$ cat src/rtl/dma_irq_pkg.sv
package dma_irq_pkg;
  localparam int REG_W      = 32;
  localparam int CNT_W      = 8;
  localparam int THR_LSB    = 16;
  localparam int BIT_MASTER = 0;
  localparam int BIT_ERR_EN = 1;
  localparam int BIT_SGL_EN = 2;
  localparam int ST_SGL     = 0;
  localparam int ST_ERR     = 1;

  typedef struct packed {
    logic [CNT_W-1:0] thr;
    logic             sgl_en;
    logic             err_en;
    logic             master_en;
  } ctrl_t;
endpackage

$ cat src/rtl/irq_ctrl_regs.sv
module irq_ctrl_regs
  import dma_irq_pkg::*;
#(
  parameter int DW = REG_W
) (
  input  logic          clk,
  input  logic          rst_n,
  input  logic          wr_ctrl,
  input  logic [DW-1:0] wdata,
  output ctrl_t         ctrl,
  output logic [DW-1:0] ctrl_word
);
  localparam int THR_MSB = THR_LSB + CNT_W - 1;

  ctrl_t ctrl_q, ctrl_d;

  // next-state: field decode of the write data
  always_comb begin
    ctrl_d           = ctrl_q;
    ctrl_d.thr       = wdata[THR_MSB:THR_LSB];
    ctrl_d.sgl_en    = wdata[BIT_SGL_EN];
    ctrl_d.err_en    = wdata[BIT_ERR_EN];
    ctrl_d.master_en = wdata[BIT_MASTER];
  end

  always_ff @(posedge clk or negedge rst_n) begin
    if (!rst_n)       ctrl_q <= '0;
    else if (wr_ctrl) ctrl_q <= ctrl_d;
  end

  // read-back assembly; all other bit positions stay zero
  always_comb begin
    ctrl_word                   = '0;
    ctrl_word[THR_MSB:THR_LSB]  = ctrl_q.thr;
    ctrl_word[BIT_SGL_EN]       = ctrl_q.sgl_en;
    ctrl_word[BIT_ERR_EN]       = ctrl_q.err_en;
    ctrl_word[BIT_MASTER]       = ctrl_q.master_en;
  end

  assign ctrl = ctrl_q;

  // a write is reflected in the stored threshold on the next cycle
  a_r2_thr_written: assert property (@(posedge clk) disable iff (!rst_n)
    wr_ctrl |=> ctrl_q.thr == $past(wdata[THR_MSB:THR_LSB]));
  // without a write the control word holds
  a_r2_ctrl_hold: assert property (@(posedge clk) disable iff (!rst_n)
    !wr_ctrl |=> $stable(ctrl_q));
endmodule

$ cat src/rtl/irq_coalesce_counter.sv
module irq_coalesce_counter
  import dma_irq_pkg::*;
#(
  parameter int CW = CNT_W
) (
  input  logic          clk,
  input  logic          rst_n,
  input  logic          dma_enable,
  input  logic          sgl_en,
  input  logic          evt_raw,
  input  logic [CW-1:0] thr,
  output logic          fire
);
  logic [CW-1:0] cnt_q, cnt_d;
  logic          qual, hit, cnt_ce;

  assign qual   = evt_raw & sgl_en & dma_enable;
  assign hit    = (cnt_q == thr);
  assign fire   = qual & hit;
  assign cnt_ce = qual | ~dma_enable;

  always_comb begin
    cnt_d = cnt_q;
    if (!dma_enable)  cnt_d = '0;
    else if (qual)    cnt_d = hit ? '0 : cnt_q + 1'b1;
  end

  always_ff @(posedge clk or negedge rst_n) begin
    if (!rst_n)      cnt_q <= '0;
    else if (cnt_ce) cnt_q <= cnt_d;
  end

  // disabled channel leaves the counter at zero
  a_r5_clear_when_off: assert property (@(posedge clk) disable iff (!rst_n)
    !dma_enable |=> cnt_q == '0);
  // non-qualifying cycles on an enabled channel do not move the counter
  a_r3_no_step: assert property (@(posedge clk) disable iff (!rst_n)
    (dma_enable && !qual) |=> $stable(cnt_q));
  // a match returns the counter to zero
  a_r4_match_clears: assert property (@(posedge clk) disable iff (!rst_n)
    fire |=> cnt_q == '0);
  // a miss steps by one, wrapping at the top
  a_r10_step_wraps: assert property (@(posedge clk) disable iff (!rst_n)
    (qual && !hit) |=> cnt_q == $past(cnt_q) + 1'b1);
endmodule

$ cat src/rtl/irq_pending_status.sv
module irq_pending_status (
  input  logic clk,
  input  logic rst_n,
  input  logic sgl_set,
  input  logic err_set,
  input  logic sgl_clr,
  input  logic err_clr,
  input  logic master_en,
  output logic sgl_pend,
  output logic err_pend,
  output logic irq
);
  logic sgl_d, err_d, sgl_ce, err_ce;

  assign sgl_ce = sgl_set | sgl_clr;
  assign err_ce = err_set | err_clr;
  assign sgl_d  = sgl_set;   // set wins; otherwise a clear is pending
  assign err_d  = err_set;

  always_ff @(posedge clk or negedge rst_n) begin
    if (!rst_n) begin
      sgl_pend <= 1'b0;
      err_pend <= 1'b0;
    end else begin
      if (sgl_ce) sgl_pend <= sgl_d;
      if (err_ce) err_pend <= err_d;
    end
  end

  assign irq = master_en & (sgl_pend | err_pend);

  // a set in the clear cycle still leaves the bit set
  a_r8_set_wins: assert property (@(posedge clk) disable iff (!rst_n)
    (sgl_set || err_set) |=> (sgl_pend || err_pend));
  // a lone clear removes the bit
  a_r8_w1c_sgl: assert property (@(posedge clk) disable iff (!rst_n)
    (sgl_clr && !sgl_set) |=> !sgl_pend);
  // pending bits are sticky with no clear
  a_r9_sticky: assert property (@(posedge clk) disable iff (!rst_n)
    (err_pend && !err_clr) |=> err_pend);
endmodule

$ cat src/rtl/dma_irq_coalescer.sv
module dma_irq_coalescer
  import dma_irq_pkg::*;
#(
  parameter int DW = REG_W,
  parameter int CW = CNT_W
) (
  input  logic          clk,
  input  logic          rst_n,
  input  logic          reg_sel,
  input  logic          reg_wr,
  input  logic [DW-1:0] reg_wdata,
  output logic [DW-1:0] reg_rdata,
  input  logic          elem_done,
  input  logic          elem_eop,
  input  logic          elem_irq,
  input  logic          dma_err,
  input  logic          dma_enable,
  output logic          irq
);
  localparam int RSV_HI_LSB = THR_LSB + CW;

  // reset: asserted asynchronously, released on a clock edge
  logic rst_s1, rst_s2;
  always_ff @(posedge clk or negedge rst_n) begin
    if (!rst_n) begin
      rst_s1 <= 1'b0;
      rst_s2 <= 1'b0;
    end else begin
      rst_s1 <= 1'b1;
      rst_s2 <= rst_s1;
    end
  end

  ctrl_t         ctrl;
  logic [DW-1:0] ctrl_word, stat_word;
  logic          wr_ctrl, wr_stat, fire, sgl_pend, err_pend;

  assign wr_ctrl = reg_wr & ~reg_sel;
  assign wr_stat = reg_wr &  reg_sel;

  irq_ctrl_regs #(.DW(DW)) u_ctrl (
    .clk      (clk),
    .rst_n    (rst_s2),
    .wr_ctrl  (wr_ctrl),
    .wdata    (reg_wdata),
    .ctrl     (ctrl),
    .ctrl_word(ctrl_word)
  );

  irq_coalesce_counter #(.CW(CW)) u_cnt (
    .clk       (clk),
    .rst_n     (rst_s2),
    .dma_enable(dma_enable),
    .sgl_en    (ctrl.sgl_en),
    .evt_raw   (elem_done & elem_eop & elem_irq),
    .thr       (ctrl.thr),
    .fire      (fire)
  );

  irq_pending_status u_pend (
    .clk      (clk),
    .rst_n    (rst_s2),
    .sgl_set  (fire),
    .err_set  (dma_err & ctrl.err_en),
    .sgl_clr  (wr_stat & reg_wdata[ST_SGL]),
    .err_clr  (wr_stat & reg_wdata[ST_ERR]),
    .master_en(ctrl.master_en),
    .sgl_pend (sgl_pend),
    .err_pend (err_pend),
    .irq      (irq)
  );

  always_comb begin
    stat_word         = '0;
    stat_word[ST_SGL] = sgl_pend;
    stat_word[ST_ERR] = err_pend;
  end

  assign reg_rdata = reg_sel ? stat_word : ctrl_word;

  // reserved bits of the control word never read as one
  a_r2_reserved_zero: assert property (@(posedge clk) disable iff (!rst_s2)
    !reg_sel |-> (reg_rdata[DW-1:RSV_HI_LSB] == '0 &&
                  reg_rdata[THR_LSB-1:BIT_SGL_EN+1] == '0));
  // an enabled error pulse shows in the status word next cycle
  a_r7_err_direct: assert property (@(posedge clk) disable iff (!rst_s2)
    (dma_err && ctrl.err_en) |=> err_pend);
endmodule

$ cat config.mk
export PLATFORM = sky130hd
export DESIGN_NAME = dma_irq_coalescer
export DESIGN_NICKNAME = d
export VERILOG_FILES = /design/src/rtl/dma_irq_pkg.sv /design/src/rtl/irq_ctrl_regs.sv /design/src/rtl/irq_coalesce_counter.sv /design/src/rtl/irq_pending_status.sv /design/src/rtl/dma_irq_coalescer.sv
export SDC_FILE = /design/constraint.sdc
export NUM_CORES = 1
export LEC_CHECK = 0
export ABC_CLOCK_PERIOD_IN_PS = 2650
export BUFFER_PORTS_ARGS = -buffer_cell sky130_fd_sc_hd__buf_2
export CORE_ASPECT_RATIO = 0.6
export CORE_MARGIN = 3
export CORE_UTILIZATION = 25
export DETAILED_ROUTE_END_ITERATION = 10
export PLACE_DENSITY = 0.58
export SLEW_MARGIN = 20
export SYNTH_ARGS = -nofsm -noshare
export SYNTH_HDL_FRONTEND = slang
export SYNTH_HIERARCHICAL = 1
export SYNTH_SLANG_ARGS = --single-unit
$ cat constraint.sdc
create_clock -name clk -period 2.65 [get_ports clk]
set_clock_uncertainty 0.05 [all_clocks]
set_input_delay 0.795 -clock clk [delete_from_list [all_inputs] [get_ports clk]]
set_output_delay 0.795 -clock clk [all_outputs]
set_load 0.02 [all_outputs]
==> flow_summary.json, run 1 <==
{
  "hold_path_class": "primary input to async pin",
  "nNetsFinal": 232,
  "dpl.hpwl_um": 2549,
  "die_x_um": 111.2,
  "viasPerCell": 3.853,
  "clkPwrFrac_pct": 25.8,
  "max-slew-margin-rel_pct": 42.04,
  "pin_count": 74,
  "synthMuxAreaShare_pct": 11.09,
  "p_sw_w": 0.0002585,
  "setup-violations-final": 0,
  "tritoncts": "yes",
  "final_cell_mix": "buf_2 (31), nor2b_1 (29), dfrtp_1 (23)",
  "synth_fa_ha_area_share_pct": 0.7541,
  "rr_worst_depth": 4,
  "ys_types": 33,
  "multi_input_area_um2": 858.3,
  "fin_crit_sh_pct": 86.65,
  "endpoint_kind": "output pin",
  "nFillCells": 687,
  "grt_max_degree": 22,
  "synth_top_family_by_area": "simple AND/OR/NAND/NOR gates",
  "die_area_um2": 7682,
  "layout.cells.non_filler": 273,
  "hold_violations": 0,
  "fp-row-count": 22,
  "remaining_drc_errors": 0,
  "portBuffers": 31,
  "grt_use_total_pct": 8.420,
  "rsz0062_at_grt": "no",
  "postRouteAntennaNets": 0,
  "drive_gt1_share_pct": 30.69,
  "ir_drop_v": 0.0001766,
  "synth_seq_cells": 23,
  "cp.required_ns": 1.81,
  "num_vias": 1052,
  "status": "finished, final reports clean",
  "cts_buffers": 3,
  "dp_cells": 269,
  "seq_power_share_pct": 48.6,
  "p_leak_nw": 0.8198,
  "grt_pass1_vias": 989,
  "internal_power_w": 0.0005929,
  "critPathKind": "primary input to output pin",
  "synthFlopType": "dfrtp_1",
  "tightest_slew_ns": 0.8694,
  "htreeDepth": 1,
  "cts_sinks": 23,
  "yosysSeqAreaShare_pct": 34.69,
  "min_period_ns": 2.296,
  "initial_utilization_pct": 26.44,
  "maxSlewViolCount": 0,
  "synth-xor-area-share_pct": 6.259,
  "cp_max_fo": 16,
  "netlist_area_um2": 1659,
  "drt-initial-drc-count": 47,
  "syn_to_final_growth_pct": 7.994,
  "synth.avg_cell_area_um2": 9.935,
  "sw_frac_of_total_pct": 30.36,
  "synthCells": 167,
  "postCtsSetupBuffers": 0,
  "cts-resized-gates": 0,
  "cts_root_buf": "clkbuf_8",
  "synthArstFlopShare_pct": 100.0,
  "gp_congestion": 0.7621,
  "wl_per_cell_um": 11.58,
  "comb_power_share_pct": 25.6,
  "drv_cap": 0,
  "clk_latency_ns": 0.27,
  "synth_edf_count": 0,
  "max_freq_mhz": 435.5,
  "utilization_pct": 28.55,
  "firstDrtPassIters": 4,
  "grt_pass1_wl_um": 5257,
  "synth-simple-area-share_pct": 21.42,
  "p_per_area_nw_per_um2": 475.2,
  "start_kind": "primary input",
  "clock_path_buffers": 2,
  "antenna_found_initial": 0,
  "die_h_um": 69.10,
  "ff_latch_area_um2": 575.6,
  "grt-ovfl-total": 0,
  "cts.clk_slew.worst_paths_ns": 0.07,
  "core-area_um2": 6276,
  "ys_warn_count": 6,
  "final_common_cell": "buf_2",
  "hold_buffers": 0,
  "synth-compound-area-share_pct": 7.240,
  "tns_ns": 0,
  "arrival_ns": 1.45,
  "antenna_cells": 0,
  "drt_wl_total_um": 3161
}
## routing by layer
metal  wire length [um]  up-vias  GRT usage [%]  part of all wire, %
met5                  0        -              0                    0
li1                   -      537              -                    -
met3                187        2          2.807                  5.9
met4                 14        0          1.215                 0.44
met1               1607      481          12.55                   51
met2               1352       32          11.96                   43
## critical path, stage by stage
cell and delay (ns):
buf_2 0.14, buf_4 0.20, nor2b_1 0.14, buf_2 0.17
## cell usage after synthesis, types with 3 or more instances
cell type	count	area (um2)
inv_1	4	15.01
dfrtp_1	23	575.6
buf_4	33	247.7
nor2b_1	29	181.4
buf_2	3	15.01
mux2_4	10	150.1
xnor2_1	8	70.07
o21ai_0	4	20.02
o21ai_1	4	20.02
nand2_1	12	45.04
and3_1	3	18.77
mux2_2	3	33.78
nand3_1	3	15.01
## registers in the layout, summed over array words and instances (netlist names)
| name | cells |
|---|---|
| u_cnt/cnt_q | 8 |
| rst_s2 | 1 |
| u_ctrl/ctrl | 11 |
| u_pend/sgl_pend | 1 |
| rst_s1 | 1 |
| u_pend/err_pend | 1 |
## stage by stage
step	power (W)	hold slack [ns]	area, um2	setup slack, ns
floorplan	0.0006350	0.2169	1734	0.5382
detailed placement	0.0006413	0.2926	1747	0.3398
CTS	0.0008691	0.2412	1792	0.3390
finish	0.0008514	0.2522	1792	0.3537
global placement	0.0006390	0.2834	1747	0.3670
global route	0.0009040	0.2357	1792	0.2930
## kinds of logic after synthesis
group,after synthesis
and+or+nand+nor,59
muxes,13
buffers and inverters,42
xor gates and xnor gates,11
other,2
AOI/OAI and AO/OA,16
DFF,23
adders and majority gates,1
## worst paths after layout
path,start,endpoint,slack [ns]
worst max-delay path,reg_sel,reg_rdata[2],0.35
worst min-delay path,rst_n,rst_s2,0.25
worst max register to register,u_cnt/cnt_q[4],u_cnt/cnt_q[5],1.13
worst min register to register,rst_s2,u_ctrl/ctrl[8],0.31
max in group asynchronous,rst_s2,u_cnt/cnt_q[1],1.70
min in group clk,rst_s1,rst_s2,0.31
## final cells by class
| type | instances | area share (%) |
|---|---|---|
| inverter | 4 | 0.8380 |
| clock buffer | 4 | 2.514 |
| tap | 84 | 5.866 |
| sequential | 23 | 32.12 |
| timing repair buffer | 36 | 10.75 |
| multi-input combinational | 122 | 47.90 |
## power by group through the flow
stage,Clock (W),Sequential (W),Combinational (W)
after floorplan,0,0.000414,0.000221
after global placement,0,0.000422,0.000217
after detailed placement,0,0.000423,0.000219
after CTS,0.000234,0.000416,0.000219
after global routing,0.000243,0.000423,0.000239
final,0.000219,0.000414,0.000218
No activity file was read; power rests on OpenSTA's default activity.
==> inputs of run 2 (changes only) <==
ABC_AREA = 1   (was default)
ABC_CLOCK_PERIOD_IN_PS = default   (was 2650)
PLACE_DENSITY = 0.57   (was 0.58)
==> flow_summary.json, run 2 <==
{
  "hold_buffers": 0,
  "drv_cap": 0,
  "hold_path_class": "primary input to async pin",
  "nFillCells": 773,
  "ff2ff_setup_slack_ns": 1.33,
  "endpoint_kind": "output pin",
  "grt_max_degree": 22,
  "postRouteAntennaNets": 0,
  "viasPerCell": 3.772,
  "dpl.hpwl_um": 2911,
  "cp.depth": 4,
  "initial_utilization_pct": 26.34,
  "largest_register_ffs": 11,
  "tightest_slew_ns": 0.8698,
  "synth_top_family_by_area": "simple AND/OR/NAND/NOR gates",
  "synthFlopType": "dfrtp_1",
  "synthMuxAreaShare_pct": 0,
  "start_kind": "primary input",
  "clk_latency_ns": 0.25,
  "min_period_ns": 2.264,
  "multi_input_area_um2": 774.5,
  "power_w": 0.0009342,
  "crit_buf_inv": 3,
  "die_h_um": 71.67,
  "synth_seq_cells": 23,
  "htreeDepth": 1,
  "portBuffers": 31,
  "fp-row-count": 23,
  "die_area_um2": 8273,
  "setup-violations-final": 0,
  "grt-ovfl-total": 0,
  "grt_use_total_pct": 9.614,
  "tritoncts": "yes",
  "wl_per_cell_um": 9.256,
  "gp_congestion": 0.8605,
  "cts_root_buf": "clkbuf_16",
  "synth-xor-area-share_pct": 1.462,
  "nNetsFinal": 351,
  "synth_edf_count": 0,
  "die_x_um": 115.4,
  "critical_path.cell_chain": "buf_2, buf_12, nor2_1, buf_2",
  "final_cell_mix": "nand2_1 (101), inv_1 (56), nor2_1 (45)",
  "clock_path_buffers": 2,
  "p_per_area_nw_per_um2": 480.1,
  "rr_worst_depth": 9,
  "yosys.cell_count.top_type": "nand2_1",
  "drt-initial-drc-count": 63,
  "cts.clk_slew.worst_paths_ns": 0.06,
  "synthDominantCellAreaShare_pct": 32.03,
  "yosysSeqAreaShare_pct": 32.03,
  "fin_crit_sh_pct": 85.43,
  "max_freq_mhz": 441.7,
  "tns_ns": 0,
  "p_leak_nw": 1.067,
  "synth-compound-area-share_pct": 1.671,
  "max_stage_delay_ns": 0.17,
  "cp-startpoint": "reg_sel",
  "rsz0062_at_grt": "no",
  "synthCells": 288,
  "final_common_cell": "nand2_1",
  "reg2reg_to": "u_pend/sgl_pend",
  "synth-simple-area-share_pct": 34.68,
  "antenna_found_initial": 0,
  "critPathKind": "primary input to output pin",
  "max-slew-margin-rel_pct": 42.01,
  "netlist_area_um2": 1797,
  "cp_max_fo": 21,
  "cts-resized-gates": 0,
  "path_common_cell": "buf_2",
  "core-area_um2": 6820,
  "status": "finished, final reports clean",
  "synth_fa_ha_area_share_pct": 0.6964,
  "cts_buffers": 3,
  "synth_top_area_cell": "dfrtp_1",
  "cts_sinks": 23,
  "remaining_drc_errors": 0,
  "drive_gt1_share_pct": 15.26,
  "cp.required_ns": 1.81,
  "antenna_cells": 0,
  "hold_violations": 0,
  "reg2reg_from": "u_cnt/cnt_q[5]",
  "ys_types": 18,
  "cp_top_family": "buffers and inverters",
  "num_vias": 1490,
  "cp_slowest_cell": "buf_2",
  "syn_to_final_growth_pct": 8.287,
  "ff_latch_area_um2": 575.6,
  "ys_warn_count": 6,
  "pin_count": 74,
  "firstDrtPassIters": 4,
  "synth.avg_cell_area_um2": 6.239,
  "grt_pass1_wl_um": 6375,
  "worstSetupEndpoint": "reg_rdata[20]",
  "synthArstFlopShare_pct": 100.0,
  "synth_area_leaders": "dfrtp_1 (32%), nand2_1 (21%), buf_4 (14%)",
  "maxSlewViolCount": 0,
  "drt_wl_total_um": 3656,
  "postCtsSetupBuffers": 0,
  "grt_pass1_vias": 1393,
  "synth_commonest_cells": "nand2_1 (101), inv_1 (56), nor2_1 (45)",
  "arrival_ns": 1.42,
  "ir_drop_v": 0.0002034
}
run 2: kinds of logic after synthesis:
group           Yosys count
xor+xnor                  3
buf+inv                  96
compound gates            6
flops                    23
fa+ha+maj                 1
other cells               2
simple gates            157
run 2: layout make-up:
cell class / count / area share (%)
Inverter: 58 / 11.19
Timing Repair Buffer: 34 / 9.775
Multi-Input combinational cell: 189 / 39.81
Sequential cell: 23 / 29.58
Tap cell: 87 / 5.595
Clock buffer: 4 / 4.051
run 2: worst min path at each step:
stage            from        endpoint  slack [ns]  depth (start not counted)
2_1_floorplan  rst_s2  u_cnt/cnt_q[0]        0.22                          0
3_3_place_gp   rst_s1          rst_s2        0.28                          0
3_5_place_dp   rst_s1          rst_s2        0.29                          0
4_1_cts         rst_n          rst_s1        0.26                          1
5_1_grt         rst_n          rst_s1        0.26                          1
6_report        rst_n          rst_s1        0.26                          1
run 2: metal layers:
layer,track usage [%],share of wire [%],routed length [um]
met1,12.79,51,1853
met2,15.77,42,1527
met3,3.122,7.2,263
met4,1.172,0.33,12
met5,0,0,0
run 2: power by group:
| part | switching (W) | leakage [nW] | internal, W |
|---|---|---|---|
| Combinational | 0.000132 | 0.733 | 0.0000674 |
| Clock | 0.000122 | 0.0382 | 0.000205 |
| Sequential | 0.0000304 | 0.296 | 0.000378 |
| Total | 0.000284 | 1.07 | 0.000650 |
run 2: stage by stage:
stage          hold slack [ns]  setup slack [ns]  utilization, %  std cells  cell area, um2
5_1_grt                 0.2559            0.3385           28.53        395            1946
6_report                0.2634            0.3862           28.53        395            1946
2_1_floorplan           0.2169            0.4662               -        308            1872
3_5_place_dp            0.2873            0.3659           27.37        391            1867
3_3_place_gp            0.2839            0.3949           27.37        391            1867
4_1_cts                 0.2590            0.3653           28.53        395            1946
